### config.mk
export PLATFORM = sky130hd
export DESIGN_NAME = lsm_sequencer
export DESIGN_NICKNAME = d
export VERILOG_FILES = /design/src/rtl/lsm_sequencer.sv
export SDC_FILE = /design/constraint.sdc
export NUM_CORES = 1
export LEC_CHECK = 0
export BUFFER_PORTS_ARGS = -buffer_cell sky130_fd_sc_hd__buf_2
export CAP_MARGIN = 10
export CORE_MARGIN = 1.5
export CORE_UTILIZATION = 54
export DETAILED_ROUTE_END_ITERATION = 6
export GPL_TIMING_DRIVEN = 0
export PLACE_DENSITY = 0.82
export SLEW_MARGIN = 10
export SYNTH_ARGS = -nofsm -noshare
export SYNTH_HDL_FRONTEND = slang
export SYNTH_SLANG_ARGS = --single-unit
### constraint.sdc
create_clock -name clk -period 4.8 [get_ports clk]
set_clock_uncertainty 0.2 [all_clocks]
set_input_delay 0.48 -clock clk [delete_from_list [all_inputs] [get_ports clk]]
set_output_delay 0.48 -clock clk [all_outputs]
set_load 0.01 [all_outputs]
### src/rtl/lsm_sequencer.sv
module lsm_sequencer #(
  parameter int NREGS = 16,
  parameter int AW    = 32,
  localparam int RIW  = (NREGS > 1) ? $clog2(NREGS) : 1
) (
  input  logic             clk,
  input  logic             rst_n,
  input  logic             start,
  input  logic [NREGS-1:0] reg_list,
  input  logic [AW-1:0]    base,
  input  logic             is_load,
  input  logic [RIW-1:0]   query_reg,
  output logic             busy,
  output logic             alu_hold,
  output logic             done,
  output logic             mem_en,
  output logic             mem_we,
  output logic [AW-1:0]    mem_addr,
  output logic [1:0]       mem_lanes,
  output logic [RIW-1:0]   lo_reg,
  output logic [RIW-1:0]   hi_reg,
  output logic [NREGS-1:0] pending,
  output logic             stall
);

  logic [NREGS-1:0] rem, rem_nxt, take;
  logic [AW-1:0]    wptr;
  logic             first, store;
  logic [RIW-1:0]   r0, r1;
  logic             v0, v1;

  always_comb begin
    r0 = '0; r1 = '0; v0 = 1'b0; v1 = 1'b0;
    for (int i = 0; i < NREGS; i++) begin
      if (rem[i] && !v0) begin
        v0 = 1'b1; r0 = RIW'(i);
      end else if (rem[i] && v0 && !v1) begin
        v1 = 1'b1; r1 = RIW'(i);
      end
    end
  end

  wire odd_word = wptr[2];
  wire pair     = v1 && !odd_word;

  assign take    = (v0 ? (NREGS'(1) << r0) : '0) | (pair ? (NREGS'(1) << r1) : '0);
  assign rem_nxt = rem & ~take;

  assign mem_en    = busy && v0;
  assign mem_we    = mem_en && store;
  assign mem_addr  = {wptr[AW-1:3], 3'b000};
  assign mem_lanes = !mem_en ? 2'b00 : odd_word ? 2'b10 : pair ? 2'b11 : 2'b01;
  assign lo_reg    = r0;
  assign hi_reg    = odd_word ? r0 : r1;
  assign done      = busy && (rem_nxt == '0);
  assign alu_hold  = busy && first;
  assign pending   = rem;
  assign stall     = rem[query_reg];

  always_ff @(posedge clk or negedge rst_n) begin
    if (!rst_n) begin
      busy  <= 1'b0;
      rem   <= '0;
      wptr  <= '0;
      first <= 1'b0;
      store <= 1'b0;
    end else if (!busy) begin
      if (start) begin
        busy  <= 1'b1;
        rem   <= reg_list;
        wptr  <= {base[AW-1:2], 2'b00};
        first <= 1'b1;
        store <= !is_load;
      end
    end else begin
      rem   <= rem_nxt;
      wptr  <= wptr + (pair ? AW'(8) : AW'(4));
      first <= 1'b0;
      if (done) busy <= 1'b0;
    end
  end

  p_lanes_need_en_r2: assert property (@(posedge clk) disable iff (!rst_n)
    (mem_en == (mem_lanes != 2'b00)));

  p_dw_aligned_r2: assert property (@(posedge clk) disable iff (!rst_n)
    mem_en |-> (mem_addr[2:0] == 3'b000));

  p_addr_ascends_r2: assert property (@(posedge clk) disable iff (!rst_n)
    (mem_en && !done) |=> (mem_addr == $past(mem_addr) || mem_addr == $past(mem_addr) + AW'(8)));

  p_lo_only_last_r3: assert property (@(posedge clk) disable iff (!rst_n)
    (mem_lanes == 2'b01) |-> done);

  p_hi_only_first_r4: assert property (@(posedge clk) disable iff (!rst_n)
    (mem_lanes == 2'b10) |-> alu_hold);

  p_hold_once_r6: assert property (@(posedge clk) disable iff (!rst_n)
    alu_hold |=> !alu_hold);

  p_pending_shrinks_r7: assert property (@(posedge clk) disable iff (!rst_n)
    busy |=> ((pending & ~$past(pending)) == '0));

  p_stall_busy_r8: assert property (@(posedge clk) disable iff (!rst_n)
    stall |-> busy);

  p_done_ends_r11: assert property (@(posedge clk) disable iff (!rst_n)
    done |=> !busy);

endmodule

==> reports/metrics.yaml <==
status: "complete, but fails checks"
failed_checks: "hold timing"
num_vias: 4339
worst_pin_slew_ns: 0.949
htreeDepth: 2
crit_family: "simple AND/OR/NAND/NOR gates"
area_growth_pct: 19.7
timing.final.crit_share_pct: 95.3
path_max_fanout: 9
ant_nets: 0
yosysUniqueCellTypes: 76
post-cts-setup-buffers: 0
synth-edff-count: 0
synthArstFlopShare_pct: 100
setup_viol: 0
synth.avg_cell_area_um2: 8.36
cts_sinks: 49
final_max_slew_viol_count: 0
ys_seq_area_share_pct: 28.5
max_stage_delay_ns: 0.64
r2r_slack_ns: 0.37
final_area_um2: 5150
nNetsFinal: 693
root_buffer: "clkbuf_8"
num_antenna_cells: 0
slew_headroom_pct: 35.9
grt_max_degree: 50
drtPass1Iterations: 5
critPathArrivalTime_ns: 3.89
rsz0062_at_grt: "false"
worst-path-stages: 10
power.leakage_nw: 2.42
grt_pass1_vias: 4272
final.min_clock_period_ns: 4.57
pin_count: 120
clk_path_buf_depth: 2
cp_num_buf_inv: 1
grt_usage_pct: 30.8
row_count: 32
clkLatencyLatePin_ns: 0.31
fin_setup_tns_ns: 0
grt_first_pass_wirelength_um: 20700
crit_path_end_kind: "output port"
synth_top_flop_cell: "dfrtp_1"
dp_hpwl_um: 9680
numPortBuffers: 113
postPlaceCellArea_um2: 5000
ff2ff_path_depth: 16
hold_viol: 15
rr_endpoint: "wptr[23]"
netlist_instances: 514
routedWlPerCell_um: 17.4
gr-total-overflow: 0
crit_path_start_kind: "register"
crit_path_frequent_cell: "nor4_4"
initial_utilization_pct: 55.6
gp_congestion: 0.929
die_h_um: 92.2
crit_path_cell_trace: "nor4_4, nand2_4, maj3_2, a32oi_1, nand2_1, a311oi_2, a31oi_1, nor4_4, and3_1, buf_2"
hold_slack_ns: -0.0174
crit_type: "register to output port"
core-area_um2: 7730
max_cap_violations: 0
worst_ep_required_time_ns: 4.12
drive_above_1_share_pct: 30.6
vdd_ir_drop_max_mv: 0.310
powerDensity_nw_per_um2: 785
syn_area_um2: 4300
clock.fmax_ghz: 0.219
drtIter0Drc: 284
slowest_stage: "nor4_4"
min_path_type: "input pin to asynchronous set/reset pin"
drc: 0
wirelength_um: 12900
hold_buffers: 0
die_width_um: 92.2
yosys_warnings: 0
r2r_start: "pending[3]"
routed_via_density: 5.87
dieArea_um2: 8510
grt_antenna_before_repair: 0
ys_seq_elements: 49
cts_buffers: 5
cts_tree: "built"
path_clk_slew_ns: 0.10
placed cells by master (no fill, tap or decap), types with 5 or more instances in the layout:
| master | Yosys | routed |
|---|---|---|
| buf_4 | 34 | 35 |
| inv_1 | 6 | 6 |
| clkbuf_1 | 17 | 17 |
| buf_2 | 2 | 114 |
| nand2_1 | 72 | 72 |
| dfrtp_1 | 49 | 49 |
| buf_1 | 7 | 7 |
| o21ai_0 | 39 | 39 |
| a211oi_1 | 13 | 13 |
| and3_1 | 9 | 9 |
| clkbuf_8 | 2 | 7 |
| nor2_1 | 33 | 33 |
| xnor2_1 | 21 | 21 |
| xor2_1 | 8 | 8 |
| nor2b_1 | 12 | 12 |
| nand3_1 | 14 | 14 |
| a31oi_1 | 7 | 7 |
| nand4_1 | 5 | 5 |
| mux2i_1 | 33 | 33 |
| and2_1 | 5 | 5 |
| nor3_1 | 14 | 13 |
| a21oi_1 | 25 | 25 |
final cells by class:
class	instances	area (um^2)
Sequential cell	49	1230
Clock buffer	5	68.8
Inverter	6	22.5
Multi-Input combinational cell	396	2650
Clock inverter	3	65.1
Tap cell	102	128
Buffer	65	417
Fill cell	677	2580
Timing Repair Buffer	113	568
how the worst max path moves through the flow:
stage,slack (ns),startpoint,endpoint
floorplan,0.99,pending[3],wptr[29]
global placement,0.29,pending[2],wptr[31]
detailed placement,0.31,pending[2],wptr[31]
CTS,0.21,pending[2],done
global route,0.02,pending[0],done
finish,0.23,pending[0],done
cells by family after synthesis:
family	share of synthesized area, %
and+or+nand+nor	23.3
AOI/OAI and AO/OA	20.3
buffers and inverters	10.2
DFF	28.5
muxes	10.4
xor gates and xnor gates	5.91
adders and majority gates	1.25
other	0.0872
layer usage:
layer	routed length, um	part of all wire (%)	GRT usage (%)
met3	957	7.4	4.73
met2	6440	50	55.1
met4	329	2.6	11.7
met5	0	0	0
met1	5130	40	37.1
cell usage after synthesis, types with 4 or more instances:
cell,count,area (um^2)
xnor2_1,21,184
clkbuf_1,17,63.8
nor2_1,33,124
a211oi_1,13,97.6
and2_1,5,31.3
buf_4,34,255
nor3_1,14,70.1
xor2_1,8,70.1
and3_1,9,56.3
buf_1,7,26.3
nand4_1,5,31.3
a22o_1,4,35.0
a21oi_1,25,125
or2_2,4,25.0
o21ai_0,39,195
dfrtp_1,49,1230
nor2b_1,12,75.1
mux4_2,4,90.1
nand2_1,72,270
inv_1,6,22.5
a31oi_1,7,43.8
mux2i_1,33,330
nand3_1,14,70.1
registers in the layout, summed over array words and instances (netlist names):
signal and flops:
busy 1, first 1, pending 16, store 1, wptr 30
report_power, final:
group | total, W | internal (W) | switching, W
Clock | 0.000366 | 0.000207 | 0.000158
Combinational | 0.00284 | 0.00122 | 0.00162
Sequential | 0.000838 | 0.000592 | 0.000246
through the flow:
| step | worst slack, ns | instances | total power [W] | utilization [%] |
|---|---|---|---|---|
| finish | 0.226 | 739 | 0.00404 | 66.6 |
| global placement | 0.295 | 731 | 0.00361 | 64.7 |
| detailed placement | 0.306 | 731 | 0.00363 | 64.7 |
| global route | 0.0162 | 739 | 0.00434 | 66.6 |
| CTS | 0.214 | 739 | 0.00401 | 66.4 |
| floorplan | 0.989 | 516 | 0.00280 | - |
what timing repair did:
item / in CTS / in global routing
setup endpoints to repair: 0 / 3
resized for setup: 0 / 2
hold endpoints to repair: 0 / 0
No activity file was read; power rests on OpenSTA's default activity.
